==> config.mk <==
export PLATFORM = sky130hd
export DESIGN_NAME = usb_oep_ctrl
export DESIGN_NICKNAME = d
export VERILOG_FILES = /design/src/rtl/usb_oep_pkg.sv /design/src/rtl/usb_oep_fsm.sv /design/src/rtl/usb_oep_csr.sv /design/src/rtl/usb_oep_ptr.sv /design/src/rtl/usb_oep_ctrl.sv
export SDC_FILE = /design/constraint.sdc
export NUM_CORES = 1
export LEC_CHECK = 0
export BUFFER_PORTS_ARGS = -buffer_cell sky130_fd_sc_hd__buf_2
export CORE_ASPECT_RATIO = 0.6
export CORE_MARGIN = 1.5
export CORE_UTILIZATION = 42
export DETAILED_ROUTE_END_ITERATION = 8
export PLACE_DENSITY = 0.7
export SETUP_SLACK_MARGIN = 0.02
export SLEW_MARGIN = 30
export SYNTH_ARGS = -nofsm -noshare
export SYNTH_HDL_FRONTEND = slang
export SYNTH_HIERARCHICAL = 1
export SYNTH_SLANG_ARGS = --single-unit
export TNS_END_PERCENT = 30
==> constraint.sdc <==
create_clock -name clk -period 3.1 [get_ports clk]
set_clock_uncertainty 0.2 [all_clocks]
set_input_delay 0.31 -clock clk [delete_from_list [all_inputs] [get_ports clk]]
set_output_delay 0.31 -clock clk [all_outputs]
set_load 0.05 [all_outputs]
==> src/rtl/usb_oep_pkg.sv <==
package usb_oep_pkg;

    typedef enum logic [1:0] {
        ST_IDLE = 2'd0,
        ST_RX   = 2'd1,
        ST_HS   = 2'd2
    } oep_state_t;

    typedef enum logic [1:0] {
        HS_NONE  = 2'b00,
        HS_ACK   = 2'b01,
        HS_NAK   = 2'b10,
        HS_STALL = 2'b11
    } hs_code_t;

    localparam int BIT_RDY   = 0;
    localparam int BIT_FLUSH = 4;
    localparam int BIT_FSTL  = 5;
    localparam int BIT_SSTL  = 6;
    localparam int BIT_TCLR  = 7;

endpackage

==> src/rtl/usb_oep_fsm.sv <==
module usb_oep_fsm
    import usb_oep_pkg::*;
#(
    parameter int MAXP  = 64,
    parameter int LEN_W = 8
) (
    input  logic             clk,
    input  logic             rst_n,
    input  logic             out_tok,
    input  logic             pkt_done,
    input  logic [LEN_W-1:0] pkt_len,
    input  logic             pkt_pid1,
    input  logic             pkt_rdy,
    input  logic             force_stall,
    input  logic             toggle,
    output logic             ev_store,
    output logic             ev_stall,
    output logic             hs_valid,
    output hs_code_t         hs_code
);

    localparam logic [LEN_W-1:0] MAXP_L = LEN_W'(MAXP);

    oep_state_t state, state_n;
    hs_code_t   code_q, code_n;

    always_comb begin
        state_n = state;
        unique case (state)
            ST_IDLE: if (out_tok) state_n = ST_RX;
            ST_RX:   if (pkt_done) state_n = ST_HS;
            ST_HS:   state_n = out_tok ? ST_RX : ST_IDLE;
            default: state_n = ST_IDLE;
        endcase
    end

    always_ff @(posedge clk) begin
        if (!rst_n) begin
            state  <= ST_IDLE;
            code_q <= HS_NONE;
        end else begin
            state  <= state_n;
            code_q <= code_n;
        end
    end

    always_comb begin
        ev_store = 1'b0;
        ev_stall = 1'b0;
        code_n   = code_q;
        hs_valid = (state == ST_HS);
        hs_code  = hs_valid ? code_q : HS_NONE;
        if (state == ST_RX && pkt_done) begin
            if (force_stall || pkt_len > MAXP_L) begin
                code_n   = HS_STALL;
                ev_stall = 1'b1;
            end else if (pkt_rdy) begin
                code_n = HS_NAK;
            end else begin
                code_n   = HS_ACK;
                ev_store = (pkt_pid1 == toggle);
            end
        end
    end

    AST_HS_ONE_CYCLE: assert property (@(posedge clk) disable iff (!rst_n)
        hs_valid |=> !hs_valid) else $error("handshake longer than one cycle");

    AST_STALL_GIVES_STALL: assert property (@(posedge clk) disable iff (!rst_n)
        ev_stall |=> (hs_valid && hs_code == HS_STALL)) else $error("stall event without STALL");

endmodule

==> src/rtl/usb_oep_csr.sv <==
module usb_oep_csr
    import usb_oep_pkg::*;
(
    input  logic       clk,
    input  logic       rst_n,
    input  logic       reg_wr,
    input  logic [7:0] reg_wdata,
    input  logic       ev_store,
    input  logic       ev_stall,
    output logic       pkt_rdy,
    output logic       force_stall,
    output logic       sent_stall,
    output logic       toggle,
    output logic       flush,
    output logic [7:0] rdata
);

    logic clr_rdy, clr_sent, clr_tog;

    assign clr_rdy  = reg_wr && !reg_wdata[BIT_RDY];
    assign clr_sent = reg_wr && !reg_wdata[BIT_SSTL];
    assign clr_tog  = reg_wr && reg_wdata[BIT_TCLR];
    assign flush    = reg_wr && reg_wdata[BIT_FLUSH] && pkt_rdy;

    always_ff @(posedge clk) begin
        if (!rst_n) begin
            pkt_rdy     <= 1'b0;
            force_stall <= 1'b0;
            sent_stall  <= 1'b0;
            toggle      <= 1'b0;
        end else begin
            if (ev_store)                pkt_rdy <= 1'b1;
            else if (flush || clr_rdy)   pkt_rdy <= 1'b0;
            if (ev_stall)                sent_stall <= 1'b1;
            else if (clr_sent)           sent_stall <= 1'b0;
            if (reg_wr)                  force_stall <= reg_wdata[BIT_FSTL];
            if (clr_tog)                 toggle <= 1'b0;
            else if (ev_store)           toggle <= !toggle;
        end
    end

    always_comb begin
        rdata           = 8'h00;
        rdata[BIT_RDY]  = pkt_rdy;
        rdata[BIT_FSTL] = force_stall;
        rdata[BIT_SSTL] = sent_stall;
    end

    AST_NO_STORE_WHEN_BUSY: assert property (@(posedge clk) disable iff (!rst_n)
        ev_store |-> !pkt_rdy) else $error("store while packet pending");

    AST_STALL_SETS_SENT: assert property (@(posedge clk) disable iff (!rst_n)
        ev_stall |=> sent_stall) else $error("stall not recorded");

    AST_RDY_ONLY_BY_HW: assert property (@(posedge clk) disable iff (!rst_n)
        (!pkt_rdy && !ev_store) |=> !pkt_rdy) else $error("pending bit set without store");

    AST_TOGGLE_FLIPS: assert property (@(posedge clk) disable iff (!rst_n)
        (ev_store && !clr_tog) |=> (toggle != $past(toggle))) else $error("toggle did not flip");

endmodule

==> src/rtl/usb_oep_ptr.sv <==
module usb_oep_ptr #(
    parameter int LEN_W = 8,
    parameter int PTR_W = 7
) (
    input  logic             clk,
    input  logic             rst_n,
    input  logic             store,
    input  logic [LEN_W-1:0] len,
    input  logic             rd,
    input  logic             flush,
    output logic [PTR_W-1:0] wr_ptr,
    output logic [PTR_W-1:0] rd_ptr
);

    always_ff @(posedge clk) begin
        if (!rst_n || flush) begin
            wr_ptr <= '0;
            rd_ptr <= '0;
        end else begin
            if (store) wr_ptr <= wr_ptr + PTR_W'(len);
            if (rd)    rd_ptr <= rd_ptr + 1'b1;
        end
    end

    AST_FLUSH_ZEROES: assert property (@(posedge clk) disable iff (!rst_n)
        flush |=> (wr_ptr == '0 && rd_ptr == '0)) else $error("flush left pointers");

endmodule

==> src/rtl/usb_oep_ctrl.sv <==
module usb_oep_ctrl
    import usb_oep_pkg::*;
#(
    parameter int MAXP       = 64,
    parameter int LEN_W      = 8,
    parameter int FIFO_DEPTH = 128,
    parameter int PTR_W      = $clog2(FIFO_DEPTH)
) (
    input  logic             clk,
    input  logic             rst_n,
    input  logic             reg_wr,
    input  logic [7:0]       reg_wdata,
    output logic [7:0]       reg_rdata,
    input  logic             sie_out_tok,
    input  logic             sie_pkt_done,
    input  logic [LEN_W-1:0] sie_pkt_len,
    input  logic             sie_pkt_pid1,
    input  logic             fifo_rd,
    output logic             hs_valid,
    output logic [1:0]       hs_code,
    output logic             data_toggle,
    output logic [PTR_W-1:0] wr_ptr,
    output logic [PTR_W-1:0] rd_ptr
);

    logic     ev_store, ev_stall, pkt_rdy, force_stall, sent_stall, toggle, flush;
    hs_code_t code;

    usb_oep_fsm #(.MAXP(MAXP), .LEN_W(LEN_W)) u_fsm (
        .clk(clk), .rst_n(rst_n),
        .out_tok(sie_out_tok), .pkt_done(sie_pkt_done),
        .pkt_len(sie_pkt_len), .pkt_pid1(sie_pkt_pid1),
        .pkt_rdy(pkt_rdy), .force_stall(force_stall), .toggle(toggle),
        .ev_store(ev_store), .ev_stall(ev_stall),
        .hs_valid(hs_valid), .hs_code(code)
    );

    usb_oep_csr u_csr (
        .clk(clk), .rst_n(rst_n),
        .reg_wr(reg_wr), .reg_wdata(reg_wdata),
        .ev_store(ev_store), .ev_stall(ev_stall),
        .pkt_rdy(pkt_rdy), .force_stall(force_stall), .sent_stall(sent_stall),
        .toggle(toggle), .flush(flush), .rdata(reg_rdata)
    );

    usb_oep_ptr #(.LEN_W(LEN_W), .PTR_W(PTR_W)) u_ptr (
        .clk(clk), .rst_n(rst_n),
        .store(ev_store), .len(sie_pkt_len), .rd(fifo_rd), .flush(flush),
        .wr_ptr(wr_ptr), .rd_ptr(rd_ptr)
    );

    assign hs_code     = code;
    assign data_toggle = toggle;

    AST_RSVD_READ_ZERO: assert property (@(posedge clk) disable iff (!rst_n)
        (reg_rdata[7] == 1'b0 && reg_rdata[4:1] == 4'b0)) else $error("reserved bit set");

endmodule

After elaboration in Yosys (flattened, before gate mapping) --
Cells that the tools add are included.
Operators by class: add/subtract/negate cells 2, order comparisons 1, equal/unequal tests 5, multiplexer cells 16, bitwise operators 1, reductions and logical operators 18
Operator list (count):
- $mux 1 | 10
- $mux 2 | 5
- $gt 8x7->1 const B | 1
- $add 7x1->7 const B | 1
- $add 7x7->7 | 1
- $logic_and 1x1->1 | 6
- $pmux 2 s3 | 1
- $logic_not 1->1 | 4
- $ne 2x2->1 const B | 2
- $reduce_bool 2->1 | 2
- $logic_or 1x1->1 | 3
- $eq 2x1->1 const B | 1
- $eq 2x2->1 const B | 1
- $logic_not 2->1 | 1
- $reduce_and 2->1 | 1
- $reduce_or 2->1 | 1
- $eq 1x1->1 | 1
- $not 1->1 | 1
Storage, ports and cells: register bits 22, input port bits 23, output and inout bits 26, word-level logic and storage cells 51

Longest topological paths before layout --
word-level depth 5, gate-level depth with buffers 8, mapped depth without buffers 8

Hierarchy --
The synthesis kept the hierarchy.
Modules (own cells, without submodules):
- usb_oep_ptr | instances 1, cells an instance 87, area an instance 794.5 um^2, sequential area each 280.3 um^2
- usb_oep_fsm | instances 1, cells an instance 26, area an instance 247.7 um^2, sequential area each 80.1 um^2
- usb_oep_csr | instances 1, cells an instance 26, area an instance 229.0 um^2, sequential area each 80.1 um^2

Least setup slack after synthesis --
No wires, ideal clock.
path type in2reg, from input port sie_pkt_len[2], to register u_ptr.wr_ptr[6], library setup time 0.121 ns, data arrival time 2.204 ns, required time 2.779 ns, path slack 0.575 ns, stages on the path 7, path buffers 0, cell sequence or4_4 -> o31ai_4 -> nand2_1 -> nor4_2 -> or4b_4 -> a31oi_1 -> nor3b_2
Between the ends: word-level cells in the longest chain between the ends 4, elaborated cells on any way between the ends 5, those cells by class 1 x add/sub; 1 x order compare; 2 x mux; 1 x reduce/logical
RTL lines:
- start: declaration | line usb_oep_ctrl.sv:16 | input logic [LEN_W-1:0] sie_pkt_len,
- $gt 8x7->1 | line usb_oep_fsm.sv:54 | if (force_stall || pkt_len > MAXP_L) begin
- $logic_or 1x1->1 | line usb_oep_fsm.sv:54
- $mux 1 | line usb_oep_fsm.sv:54
- $mux 1 | line usb_oep_fsm.sv:53 | if (state == ST_RX && pkt_done) begin
- via ev_store | line usb_oep_ctrl.sv:26 | logic ev_store, ev_stall, pkt_rdy, force_stall, sent_stall, toggle, flush;
- end signal: assignment | line usb_oep_ptr.sv:20 | if (store) wr_ptr <= wr_ptr + PTR_W'(len);
- end: declaration | line usb_oep_ptr.sv:11 | output logic [PTR_W-1:0] wr_ptr,
The timed path passes the listed nets, and every way through them passes these cells. A chain may end at the register's enable or synchronous reset.

Final worst setup path --
Ends and elaborated chain as after synthesis.

==> flow_metrics.env <==
export IMPL_grtUsageTotal_pct=15.5
export IMPL_multi_input_area_sq_um=754
export IMPL_yosysSeqAreaShare_pct=34.6
export IMPL_period_needed_ns=2.38
export IMPL_post_cts_buffers=0
export IMPL_setup_worst_path_class="input pin to register"
export IMPL_cts_resized=0
export IMPL_die_h_microns=45.6
export IMPL_start_util_pct=44.3
export IMPL_final_period_utilization_pct=76.9
export IMPL_overflow=0
export IMPL_syn_to_final_growth_pct=21.9
export IMPL_slew_violations=0
export IMPL_core_area_sq_um=2870
export IMPL_layout_setup_ws_ns=0.716
export IMPL_postCtsHoldBufs=0
export IMPL_final_nets=210
export IMPL_rsz0062_at_grt="false"
export IMPL_ant_nets=0
export IMPL_drcViolationCount=0
export IMPL_dr_pass1_iters=4
export IMPL_p_per_area_nw_per_um2=428
export IMPL_die_area_sq_um=3380
export IMPL_cts_clk_slew_worst_paths_ns=0.08
export IMPL_cts_root_buf="clkbuf_8"
export IMPL_hpwl_mm=2.05
export IMPL_antenna_found_initial=0
export IMPL_syn_instance_count=139
export IMPL_diodes=0
export IMPL_ff2ff_setup_slack_ns=0.80
export IMPL_drive_gt1_share_pct=30.9
export IMPL_io_pins=49
export IMPL_grt_pass1_vias=881
export IMPL_wl_mm=2.61
export IMPL_cts_tree="done"
export IMPL_regArea_sq_um=440
export IMPL_dp_worst_setup_slack_ns=0.418
export IMPL_yosysWarnings=6
export IMPL_gp_congestion=0.725
export IMPL_clkSinkCount=22
export IMPL_num_rows=15
export IMPL_cp_required_ns=3.03
export IMPL_end_kind="register"
export IMPL_finalSetupViolCount=0
export IMPL_grt_max_degree=15
export IMPL_syn_area_sq_um=1270
export IMPL_port_buffers=40
export IMPL_fillCellCount=290
export IMPL_cp_max_fo=2
export IMPL_vias=1088
export IMPL_clock_latency_ns=0.26
export IMPL_avgSynthCellArea_sq_um=9.15
export IMPL_fin_setup_tns_ns=0
export IMPL_status="finished clean"
export IMPL_min_path_type="input pin to register"
export IMPL_drt_wirelength_per_cell_microns=11.9
export IMPL_ys_types=39
export IMPL_crit_arrival_ns=2.31
export IMPL_synth_ff_latch_count=22
export IMPL_slew_headroom_pct=61.1
export IMPL_grt_pass1_wl_mm=3.99
export IMPL_final_util_pct=53.9
export IMPL_final_hold_violation_count=0
export IMPL_die_x_microns=74.0
export IMPL_clockBufferDepth=2
export IMPL_cts_inserted_buffers=3
export IMPL_max_freq_mhz=419
export IMPL_tightestPinTransition_ns=0.583
export IMPL_drtIter0Drc=58
export IMPL_ir_drop_uv=234
export IMPL_worstSetupStartpointType="input pin"
export IMPL_cts_htree_levels=1
export IMPL_maxCapViolations=0
export IMPL_p_leak_nw=0.720
export IMPL_via_per_inst=4.95
-- registers in the layout, indices dropped and copies added, names as in the netlist --
signal	flops
u_csr/toggle	1
u_ptr/rd_ptr	7
u_fsm/state	2
u_csr/sent_stall	1
u_csr/pkt_rdy	1
u_ptr/wr_ptr	7
u_fsm/code_q	2
u_csr/force_stall	1
-- worst paths after layout --
check	depth (start not counted)	start	endpoint
worst min-delay path	3	reg_wdata[6]	u_csr/sent_stall$_SDFFE_PN0P_
worst max register to register	8	u_ptr/wr_ptr[0]$_SDFFE_PP0P_	u_ptr/wr_ptr[6]$_SDFFE_PP0P_
worst min register to register	2	u_ptr/rd_ptr[5]$_SDFFE_PP0P_	u_ptr/rd_ptr[5]$_SDFFE_PP0P_
worst max-delay path	8	sie_pkt_len[2]	u_ptr/wr_ptr[6]$_SDFFE_PP0P_
-- where the power goes --
| group | total (W) | switching (W) | internal, W |
|---|---|---|---|
| Combinational | 0.000101 | 0.0000671 | 0.0000342 |
| Clock | 0.000264 | 0.0000919 | 0.000172 |
| Sequential | 0.000298 | 0.00000706 | 0.000291 |
-- cells in the mapped netlist, drive strengths merged --
library cell  count  share of area, %
dfxtp            22                35
nor2             15               4.6
buf               9               5.1
nand2             9               2.7
ha                7               6.9
xor2              7               4.8
a21oi             6               2.7
inv               6               1.8
mux2i             6               4.7
nand2b            5               2.5
o21ai             5               2.0
nor2b             4               2.6
o21a              4               2.4
and2              3               1.5
and3              3               1.6
nand4             3               1.5
o22ai             3               1.5
xnor2             3               2.1
a31oi             2              0.98
nand3b            2               1.2
nor3b             2               2.0
a211oi            1              0.59
and3b             1              0.69
clkbuf            1              0.29
conb              1              0.29
fa                1               1.6
nand4b            1              0.69
nor4              1              0.98
o21bai            1              0.59
o31a              1              0.69
o31ai             1               1.7
or3               1              0.49
or4               1              0.89
or4b              1               1.1
-- logic make-up (layout without fill, tap and decap cells) --
family          count (synthesis)  count (layout)  share of synthesized area [%]
simple gates                   52              52                           24.8
compound gates                 24              24                           13.0
fa+ha+maj                       8               8                           8.46
mux                             6               6                           4.72
xor+xnor                       10              10                           6.89
other cells                     1               5                          0.295
flops                          22              22                           34.6
buf+inv                        16              51                           7.18
-- cell usage in the layout (no fill, tap or decap), types with 4 or more instances in the layout --
cell type | netlist | routed
buf_2 | 1 | 40
dfxtp_1 | 22 | 22
nor2_1 | 14 | 14
nand2_1 | 9 | 9
xor2_1 | 7 | 7
ha_1 | 7 | 7
inv_1 | 6 | 6
mux2i_1 | 6 | 6
nand2b_1 | 5 | 5
o21ai_0 | 5 | 5
conb_1 | 1 | 5
a21oi_1 | 5 | 5
o21a_1 | 4 | 4
-- worst max-delay path, stage by stage --
cell	delay [ns]
buf_2	0.11
or4_4	0.56
o31ai_4	0.23
nand2_1	0.10
nor4_2	0.27
or4b_4	0.51
a31oi_1	0.18
nor3b_2	0.06
-- metrics by stage --
stage | instances | hold slack (ns) | area [sq um] | power [W]
global placement | 216 | 0.281 | 1480 | 0.000402
finish | 220 | 0.0965 | 1550 | 0.000663
CTS | 220 | 0.0842 | 1550 | 0.000672
floorplan | 143 | 0.217 | 1290 | 0.000380
detailed placement | 216 | 0.298 | 1480 | 0.000406
global route | 220 | 0.0795 | 1550 | 0.000695
-- layer usage --
layer / routed length (microns) / track usage, %
met3: 155 / 4.65
met2: 1180 / 22.9
met4: 14 / 2.22
met5: 0 / 0
met1: 1260 / 22.7
-- area by class of cell --
| type | count | share of cell area [%] |
|---|---|---|
| inverter | 6 | 1.45 |
| sequential | 22 | 28.4 |
| multi-input combinational | 105 | 48.7 |
| clock inverter | 1 | 1.94 |
| clock buffer | 3 | 2.67 |
| tap | 42 | 3.39 |
| timing repair buffer | 41 | 13.4 |
(Power assumes the default switching activity.)
